--- src/rtl/irq_seq_pkg.sv ---
package irq_seq_pkg;
  typedef enum logic [4:0] {
    S_IDLE,
    S_E_DUM, S_E_PCL, S_E_PCH, S_E_X, S_E_A, S_E_CCR,
    S_E_VH, S_E_VL, S_E_FET,
    S_R_CCR, S_R_A, S_R_X, S_R_PCH, S_R_PCL,
    S_R_OP0, S_R_OP1
  } seq_state_e;
endpackage

--- src/rtl/irq_seq_fsm.sv ---
module irq_seq_fsm
  import irq_seq_pkg::*;
(
  input  logic       clk,
  input  logic       rst_n,
  input  logic       entry_req,
  input  logic       rti_req,
  output seq_state_e state,
  output logic       acc_entry,
  output logic       acc_rti,
  output logic       busy
);
  seq_state_e nxt;

  // Entry has priority over return when both arrive in the same idle cycle.
  assign acc_entry = (state == S_IDLE) && entry_req;
  assign acc_rti   = (state == S_IDLE) && !entry_req && rti_req;
  assign busy      = (state != S_IDLE);

  always_comb begin
    nxt = state;
    unique case (state)
      S_IDLE:  if (acc_entry) nxt = S_E_DUM; else if (acc_rti) nxt = S_R_CCR;
      S_E_DUM: nxt = S_E_PCL;
      S_E_PCL: nxt = S_E_PCH;
      S_E_PCH: nxt = S_E_X;
      S_E_X:   nxt = S_E_A;
      S_E_A:   nxt = S_E_CCR;
      S_E_CCR: nxt = S_E_VH;
      S_E_VH:  nxt = S_E_VL;
      S_E_VL:  nxt = S_E_FET;
      S_E_FET: nxt = S_IDLE;
      S_R_CCR: nxt = S_R_A;
      S_R_A:   nxt = S_R_X;
      S_R_X:   nxt = S_R_PCH;
      S_R_PCH: nxt = S_R_PCL;
      S_R_PCL: nxt = S_R_OP0;
      S_R_OP0: nxt = S_R_OP1;
      S_R_OP1: nxt = S_IDLE;
      default: nxt = S_IDLE;
    endcase
  end

  always_ff @(posedge clk or negedge rst_n) begin
    if (!rst_n) state <= S_IDLE;
    else        state <= nxt;
  end
endmodule

--- src/rtl/irq_seq_dpath.sv ---
module irq_seq_dpath
  import irq_seq_pkg::*;
#(
  parameter int unsigned DATA_W = 8,
  parameter int unsigned I_BIT  = 3,
  localparam int unsigned ADDR_W = 2 * DATA_W
) (
  input  logic              clk,
  input  logic              rst_n,
  input  seq_state_e        state,
  input  logic              acc_entry,
  input  logic              acc_rti,
  input  logic [ADDR_W-1:0] entry_vec,
  input  logic [DATA_W-1:0] din,
  input  logic [DATA_W-1:0] a_in,
  input  logic [DATA_W-1:0] x_in,
  input  logic [DATA_W-1:0] ccr_in,
  input  logic [ADDR_W-1:0] sp_in,
  input  logic [ADDR_W-1:0] pc_in,
  output logic [ADDR_W-1:0] addr,
  output logic [DATA_W-1:0] dout,
  output logic              rw,
  output logic              a_we,
  output logic [DATA_W-1:0] a_d,
  output logic              x_we,
  output logic [DATA_W-1:0] x_d,
  output logic              ccr_we,
  output logic [DATA_W-1:0] ccr_d,
  output logic              sp_we,
  output logic [ADDR_W-1:0] sp_d,
  output logic              pc_we,
  output logic [ADDR_W-1:0] pc_d
);
  localparam logic [DATA_W-1:0] MASK_BIT = DATA_W'(1) << I_BIT;

  // Address arithmetic kept in functions so the bench can restate it.
  function automatic logic [ADDR_W-1:0] push_next(input logic [ADDR_W-1:0] sp);
    return sp - ADDR_W'(1);
  endfunction
  function automatic logic [ADDR_W-1:0] pull_addr(input logic [ADDR_W-1:0] sp);
    return sp + ADDR_W'(1);
  endfunction
  function automatic logic [ADDR_W-1:0] join_bytes(input logic [DATA_W-1:0] hi,
                                                   input logic [DATA_W-1:0] lo);
    return {hi, lo};
  endfunction

  logic [ADDR_W-1:0] pc_c, sp_w, vec_c;
  logic [DATA_W-1:0] a_c, x_c, ccr_c, hi_c, lo_c;

  always_ff @(posedge clk or negedge rst_n) begin
    if (!rst_n) begin
      pc_c <= '0; sp_w <= '0; vec_c <= '0;
      a_c <= '0; x_c <= '0; ccr_c <= '0; hi_c <= '0; lo_c <= '0;
    end else begin
      if (acc_entry) begin
        pc_c <= pc_in; sp_w <= sp_in; vec_c <= entry_vec;
        a_c <= a_in; x_c <= x_in; ccr_c <= ccr_in;
      end else if (acc_rti) begin
        sp_w <= sp_in;
      end else if (sp_we) begin
        sp_w <= sp_d;
      end
      if (state == S_E_VH || state == S_R_PCH) hi_c <= din;
      if (state == S_E_VL || state == S_R_PCL) lo_c <= din;
    end
  end

  always_comb begin
    addr = '0; dout = '0; rw = 1'b1;
    a_we = 1'b0; x_we = 1'b0; ccr_we = 1'b0; sp_we = 1'b0; pc_we = 1'b0;
    a_d = din; x_d = din; ccr_d = din; sp_d = sp_w; pc_d = join_bytes(hi_c, din);
    unique case (state)
      S_E_DUM: addr = sp_w;
      S_E_PCL, S_E_PCH, S_E_X, S_E_A, S_E_CCR: begin
        addr = sp_w; rw = 1'b0;
        sp_we = 1'b1; sp_d = push_next(sp_w);
        unique case (state)
          S_E_PCL: dout = pc_c[DATA_W-1:0];
          S_E_PCH: dout = pc_c[ADDR_W-1:DATA_W];
          S_E_X:   dout = x_c;
          S_E_A:   dout = a_c;
          default: begin
            dout = ccr_c;
            ccr_we = 1'b1; ccr_d = ccr_c | MASK_BIT;
          end
        endcase
      end
      S_E_VH:  addr = vec_c;
      S_E_VL:  begin addr = vec_c + ADDR_W'(1); pc_we = 1'b1; end
      S_E_FET: addr = join_bytes(hi_c, lo_c);
      S_R_CCR, S_R_A, S_R_X, S_R_PCH, S_R_PCL: begin
        addr = pull_addr(sp_w);
        sp_we = 1'b1; sp_d = pull_addr(sp_w);
        unique case (state)
          S_R_CCR: ccr_we = 1'b1;
          S_R_A:   a_we = 1'b1;
          S_R_X:   x_we = 1'b1;
          S_R_PCL: pc_we = 1'b1;
          default: ;
        endcase
      end
      S_R_OP0: addr = join_bytes(hi_c, lo_c);
      S_R_OP1: addr = join_bytes(hi_c, lo_c) + ADDR_W'(1);
      default: ;
    endcase
  end
endmodule

--- src/rtl/irq_stack_seq.sv ---
module irq_stack_seq
  import irq_seq_pkg::*;
#(
  parameter int unsigned DATA_W = 8,
  parameter int unsigned I_BIT  = 3,
  localparam int unsigned ADDR_W = 2 * DATA_W
) (
  input  logic              clk,
  input  logic              rst_n,
  input  logic              entry_req,
  input  logic [ADDR_W-1:0] entry_vec,
  input  logic              rti_req,
  output logic              busy,
  output logic [ADDR_W-1:0] addr,
  output logic [DATA_W-1:0] dout,
  input  logic [DATA_W-1:0] din,
  output logic              rw,
  input  logic [DATA_W-1:0] a_in,
  input  logic [DATA_W-1:0] x_in,
  input  logic [DATA_W-1:0] ccr_in,
  input  logic [ADDR_W-1:0] sp_in,
  input  logic [ADDR_W-1:0] pc_in,
  output logic              a_we,
  output logic [DATA_W-1:0] a_d,
  output logic              x_we,
  output logic [DATA_W-1:0] x_d,
  output logic              ccr_we,
  output logic [DATA_W-1:0] ccr_d,
  output logic              sp_we,
  output logic [ADDR_W-1:0] sp_d,
  output logic              pc_we,
  output logic [ADDR_W-1:0] pc_d
);
  seq_state_e state;
  logic acc_entry, acc_rti;

  // Named events for the checker.
  logic ev_push, ev_mask, ev_pull;
  assign ev_push = busy && !rw;
  assign ev_mask = ccr_we && !rw;
  assign ev_pull = sp_we && rw;

  irq_seq_fsm u_fsm (
    .clk(clk), .rst_n(rst_n), .entry_req(entry_req), .rti_req(rti_req),
    .state(state), .acc_entry(acc_entry), .acc_rti(acc_rti), .busy(busy)
  );

  irq_seq_dpath #(.DATA_W(DATA_W), .I_BIT(I_BIT)) u_dpath (
    .clk(clk), .rst_n(rst_n), .state(state),
    .acc_entry(acc_entry), .acc_rti(acc_rti), .entry_vec(entry_vec),
    .din(din), .a_in(a_in), .x_in(x_in), .ccr_in(ccr_in),
    .sp_in(sp_in), .pc_in(pc_in),
    .addr(addr), .dout(dout), .rw(rw),
    .a_we(a_we), .a_d(a_d), .x_we(x_we), .x_d(x_d),
    .ccr_we(ccr_we), .ccr_d(ccr_d), .sp_we(sp_we), .sp_d(sp_d),
    .pc_we(pc_we), .pc_d(pc_d)
  );
endmodule

--- config.mk ---
export PLATFORM = sky130hd
export DESIGN_NAME = irq_stack_seq
export DESIGN_NICKNAME = d
export VERILOG_FILES = /design/src/rtl/irq_seq_pkg.sv /design/src/rtl/irq_seq_fsm.sv /design/src/rtl/irq_seq_dpath.sv /design/src/rtl/irq_stack_seq.sv
export SDC_FILE = /design/constraint.sdc
export NUM_CORES = 1
export LEC_CHECK = 0
export CAP_MARGIN = 20
export CORE_MARGIN = 4
export CORE_UTILIZATION = 55
export DETAILED_ROUTE_END_ITERATION = 16
export DONT_BUFFER_PORTS = 1
export PLACE_DENSITY_LB_ADDON = 0.08
export SLEW_MARGIN = 20
export SYNTH_ARGS = -nofsm -noshare
export SYNTH_HDL_FRONTEND = slang
export SYNTH_HIERARCHICAL = 1
export SYNTH_SLANG_ARGS = --single-unit
--- constraint.sdc ---
create_clock -name clk -period 5.8 [get_ports clk]
set_input_delay 0 -clock clk [delete_from_list [all_inputs] [get_ports clk]]
set_output_delay 0 -clock clk [all_outputs]
set_load 0.03 [all_outputs]
# Yosys cells after proc, flatten, opt, wreduce, memory -nomap -nowiden
# Cells that the tools add are included.
[word_totals] input_bits=84 wordCells=68 out_inout_bits=87 ff_bits=93
[classes] mux=23 addsub=4 reduce_logical=15 n_eq_ne=17
[op_table] op="$pmux 16 s6" n=1
[op_table] op="$pmux 5 s15" n=1
[op_table] op="$add 16x1->16 const B" n=3
[op_table] op="$mux 16" n=3
[op_table] op="$eq 5x4->1 const B" n=8
[op_table] op="$pmux 16 s2" n=1
[op_table] op="$pmux 8 s4" n=1
[op_table] op="$mux 8" n=3
[op_table] op="$eq 5x3->1 const B" n=4
[op_table] op="$sub 16x1->16 const B" n=1
[op_table] op="$eq 5x2->1 const B" n=2
[op_table] op="$mux 5" n=2
[op_table] op="$reduce_or 10->1" n=1
[op_table] op="$reduce_or 5->1" n=2
[op_table] op="$mux 1" n=9
[op_table] op="$reduce_or 6->1" n=1
[op_table] op="$eq 5x1->1 const B" n=1
[op_table] op="$eq 5x5->1 const B" n=1
[op_table] op="$logic_not 5->1" n=1
[op_table] op="$reduce_bool 5->1" n=1
[op_table] op="$pmux 1 s2" n=2
[op_table] op="$reduce_or 4->1" n=1
[op_table] op="$logic_and 1x1->1" n=3
[op_table] op="$ne 3x3->1 const B" n=1
[op_table] op="other kinds (4)" n=5

# Logic depth before layout (Yosys ltp)
[logic_depth] depth_word=6 mapped_depth=13 mapped_depth_nobuf=10

# Cells and area by module
# The synthesis kept the hierarchy.
[modules_own_cells] mod="irq_seq_dpath" n_inst=1 seq_area_each_um2=2202.1 cells_each=609 area_per_inst_um2=5987.0
[modules_own_cells] mod="irq_seq_fsm" n_inst=1 seq_area_each_um2=125.1 cells_each=31 area_per_inst_um2=299.0

# Least setup slack after synthesis
# Ideal clock, no wire load.
[synth_path] kind="flip-flop to output port" start="register u_fsm.state[3]" end="output addr[14]" setup_slack_ns=2.880 stages_incl_launch_ff=13 n_path_buf=2 t_arrival_ns=2.920 required_time_ns=5.800 cell_sequence="dfrtp_1 nor4_2 nand2_1 clkbuf_1 nand2_1 nand2_1 ha_1 clkbuf_1 and3_1 nand3_1 o32ai_1 and3_1 or3_1"
[synth_between] elab_chain_len=3 elab_cells_between_ends=20 classes_between="eq/ne (16); mux (1); reduce/logical (3)"
[synth_rtl] element="start: declaration" line_no="irq_seq_fsm.sv:8" text="output seq_state_e state,"
[synth_rtl] element="start signal: assignment" line_no="irq_seq_fsm.sv:46" text="else state <= nxt;"
[synth_rtl] element="$eq 5x1->1 (tied with other cells)" line_no="irq_seq_dpath.sv:73" text="unique case (state)"
[synth_rtl] element="$reduce_or 6->1 (no line) (tied with other cells)"
[synth_rtl] element="$pmux 16 s6 (*)" line_no="irq_seq_dpath.sv:73"
[synth_rtl] element="end: declaration" line_no="irq_stack_seq.sv:14" text="output logic [ADDR_W-1:0] addr,"
# Every way passes the cells marked *; elsewhere a longest branch is shown, timed or not.

# Worst setup path in the final report
[layout_path] start="register u_fsm.state[2]" end="output addr[14]"
# Same word-level chain as after synthesis.

==> results.txt <==
----------------------------------------------------
[Status]
  Outcome ... finished clean

[Timing]
  Transition at the pin with the smallest max-transition slack ... 1020 ps
  Final cycle utilization of the critical path ... 0.661
  Unrepaired setup endpoints after global routing ... false
  Time the worst path needs with I/O delays and setup ... 3830 ps
  Highest clock frequency the design can meet ... 261 MHz
  Fin Clk Skew ... 10.8 ps
  Fin. max-slew vios ... 0
  Number of endpoints with negative hold slack in the final report ... 0
  Setup violations, final ... 0
  Relative slew slack ... 0.316
  Summed negative setup slack over all endpoints ... 0 ps

[Layout]
  Fraction of layout cells with a size suffix above 1 ... 0.205
  Number of inserted diodes ... 0
  # fillers ... between 800 and 900
  # nets final ... roughly 770
  Area Overhead vs Synth ... 17.2%
  Utilization after layout ... 0.668

[Synthesis]
  Proportion of register bits with asynchronous set or reset after synthesis ... 1.00
  Number of flops mapped to enable cells by yosys ... 0
  Yosys synthesis warning count ... 6
  Post-Syn Area per Cell ... 9.82 sq um
  Sequential fraction of the synthesis area ... 0.370
  Post-Syn Nets ... 727
  Number of register bits inferred by synthesis ... slightly above 90
  Gate Count Post-Synth ... 640
  Post-synthesis instance area ... between 0.006 and 0.007 sq mm
  Distinct cell type count of the synthesized netlist ... 71
  Most common flop cell mapped by yosys ... sky130_fd_sc_hd__dfrtp_1

[Clock network]
  Clock Path Buffers ... 2
  Clock transition at the register clock pins on the worst setup and hold paths after CTS ... approximately 70 ps
  Setup repair bufs after CTS ... 0
  TritonCTS clock tree ... yes
  H-tree depth ... 3
  Number of buffers created by CTS ... 9
  Root Driver ... sky130_fd_sc_hd__clkbuf_16
  TritonCTS sink count ... 93
  Worst-Skew Late Latency ... 360 ps

[Power]
  Power share of the clock group ... 0.137
  Power after layout ... 4560 uW
  Power per unit of standard cell area ... 619 mW/mm^2
  Net switching power ... 2380 uW
  Leakage Power ... around 0.003 uW
  Combinational cell fraction of total power ... 0.519
  Proportion of total power due to net switching ... 0.521
  Flop pwr share ... 0.344
  Worst VDD drop ... 0.000339 V
  Internal ... 2190 uW

[Worst setup path]
  Type of element launching the critical path ... register
  Worst Path Class, Setup ... reg2out
  Number of cells on the worst reg-to-reg path ... 6
  Capture point of the worst reg-to-reg path ... u_dpath/sp_w[5]
  Critical Path Sink Type ... output pin
  CP startpoint ... u_fsm/state[2]
  Data arrival time of the worst path ... between 3000 and 4000 ps
  Data required, critical path ... 5800 ps
  CP max FO ... 19
  R2r startpoint ... u_fsm/state[1]
  Critical Path Sink ... addr[14]
  Worst reg2reg setup slack ... 2850 ps

[Floorplanning]
  Standard-cell rows ... 38
  Boundary pin count ... ~170
  Area of the die ... between 0.01 and 0.015 sq mm
  Width of the die ... around 110 um
  Floorplan Core Area ... around 0.011 sq mm
  Effective utilization at floorplan ... 0.570
  Die height ... about 110 um

[GRT]
  Antenna violations before repair ... 0
  Global-route usage over all layers ... 0.279
  Maximum number of pins on one net before global-route repair ... 94
  Vias in the first global route ... 5,391
  Final global-route overflow total ... 0
  Global-route wire length before repair ... 28,800 um

[Run]
  Number of violations of the max-capacitance limit ... 0

[Routing]
  DR vias/cell ... 6.46
  Initial DRC count ... ~540
  Residual DRC count ... 0
  Post-DRT Antenna Nets ... 0
  Per-cell routed wire length ... 22.1 um
  Pre-Repair DR Iteration Count ... 5
  Via count ... ~5,300
  Total Routed Length ... 18,200 um

[Min path]
  Class of the tightest hold or removal check ... in2out

[Place]
  Weighted congestion at the end of routability-driven global placement ... 0.936
  Number of buffers added on ports ... 0
  HPWL after detailed placement ... about 12,000 um

----------------------------------------------------
[layout make-up]
type,instances,area (sq um),area share
multi-input combinational,473,3580,0.486
sequential,93,2330,0.316
timing repair buffer,96,953,0.129
clock buffer,10,239,0.0324
tap,140,175,0.0238
clock inverter,6,75.1,0.0102
inverter,5,18.8,0.00255
[cell usage in the layout, fill, tap and decap left out, drive strengths merged, types with 4 or more instances in the layout]
cell         synthesis  routed
nor2                24      24
and2                 5       5
nand2               49      49
xnor2               17      17
a221oi               5       5
nand2b               6       6
nor4                 8       8
or3                 14      14
nand3b               5       5
a22oi               16      16
or4                  4       4
a21oi               11      11
a222oi              10      10
nor2b                4       4
xor2                15      15
o21ai               17      17
buf                 42      11
a211oi               4       4
mux2i               15      15
o211ai               4       4
and4                 8       8
and3                13      13
nor3                22      22
nand4               19      19
o32ai                4       4
mux2                90      90
dfrtp               93      93
or2                  5       5
inv                  5       8
a22o                 7       7
nand3               34      34
nor3b                4       4
dlygate4sd3          0      85
clkbuf              27      10
[kinds of logic after synthesis]
group,synth area share
XOR/XNOR,0.0470
AO/OA/AOI/OAI,0.128
buffers and inverters,0.0635
flip-flops,0.370
AND/OR/NAND/NOR,0.200
multiplexers,0.185
adder cells (fa/ha/maj),0.00597
[critical path, stage by stage, from the launching register on]
cell	delay, ps
sky130_fd_sc_hd__dfrtp_1	600
sky130_fd_sc_hd__nor4_2	530
sky130_fd_sc_hd__nand2_1	550
sky130_fd_sc_hd__nand2_1	210
sky130_fd_sc_hd__nand2_1	70
sky130_fd_sc_hd__ha_1	330
sky130_fd_sc_hd__and3_1	260
sky130_fd_sc_hd__nand3_1	80
sky130_fd_sc_hd__o32ai_1	120
sky130_fd_sc_hd__and3_1	200
sky130_fd_sc_hd__or3_1	520
[through the flow]
| stage | worst slack (ps) | hold WS, ps | cells | cell area, sq um |
|---|---|---|---|---|
| 2_1_floorplan | 2880 | -296 | 640 | 6290 |
| 3_3_place_gp | 2460 | -293 | 721 | 6170 |
| 3_5_place_dp | 2360 | -293 | 721 | 6170 |
| 4_1_cts | 1960 | 0.506 | 823 | 7360 |
| 5_1_grt | 1660 | 0.0691 | 823 | 7370 |
| 6_report | 1970 | 0.421 | 823 | 7370 |
[timing repair]
action | 4_1_cts | 5_1_grt
gates resized for setup | 0 | 0
hold buffers | 86 | 0
hold endpoints to repair | 183 | 0
[registers in the layout, summed over array words and instances (netlist names)]
| register | count |
|---|---|
| u_dpath/pc_c | 16 |
| u_dpath/x_c | 8 |
| u_dpath/sp_w | 16 |
| u_dpath/ccr_c | 8 |
| u_dpath/a_c | 8 |
| u_dpath/hi_c | 8 |
| u_dpath/lo_c | 8 |
| u_dpath/vec_c | 16 |
| u_fsm/state | 5 |
[worst min-delay path by stage]
stage                 from               to  slack [ps]  cells after the start
finish              din[1]           x_d[1]         0.4                      0
global route        din[1]           x_d[1]        0.07                      0
CTS                 din[7]           x_d[7]         0.5                      0
detailed placement   rst_n  u_dpath/sp_w[2]        -290                      0
global placement     rst_n  u_dpath/sp_w[3]        -290                      0
floorplan            rst_n   u_dpath/a_c[0]        -300                      0
[metal layers]
| metal | wire length [um] | GRT usage | part of all wire |
|---|---|---|---|
| met5 | 0 | 0 | 0 |
| met4 | 278 | 0.0728 | 0.015 |
| met3 | 1360 | 0.0689 | 0.075 |
| met2 | 8820 | 0.460 | 0.48 |
| met1 | 7750 | 0.369 | 0.43 |
[cells in the mapped netlist, drive strengths merged (8+ instances only)]
master | instances | share of area
nand2 | 49 | 0.029
nor4 | 8 | 0.010
xnor2 | 17 | 0.024
dfrtp | 93 | 0.37
o21ai | 17 | 0.014
or3 | 14 | 0.014
a22oi | 16 | 0.019
buf | 42 | 0.044
mux2i | 15 | 0.024
and4 | 8 | 0.011
and3 | 13 | 0.013
nand4 | 19 | 0.019
nand3 | 34 | 0.027
a21oi | 11 | 0.011
mux2 | 90 | 0.16
xor2 | 15 | 0.023
clkbuf | 27 | 0.016
a222oi | 10 | 0.016
nor2 | 24 | 0.015
nor3 | 22 | 0.019
[power groups by stage]
| stage | clock network (uW) | logic [uW] | registers, uW |
|---|---|---|---|
| after floorplan | 0 | 2090 | 1280 |
| after global placement | 0 | 2240 | 1550 |
| after detailed placement | 0 | 2270 | 1560 |
| after CTS | 634 | 2350 | 1550 |
| after global routing | 658 | 2550 | 1630 |
| final | 624 | 2370 | 1570 |
No activity file was read; power rests on OpenSTA's default activity.
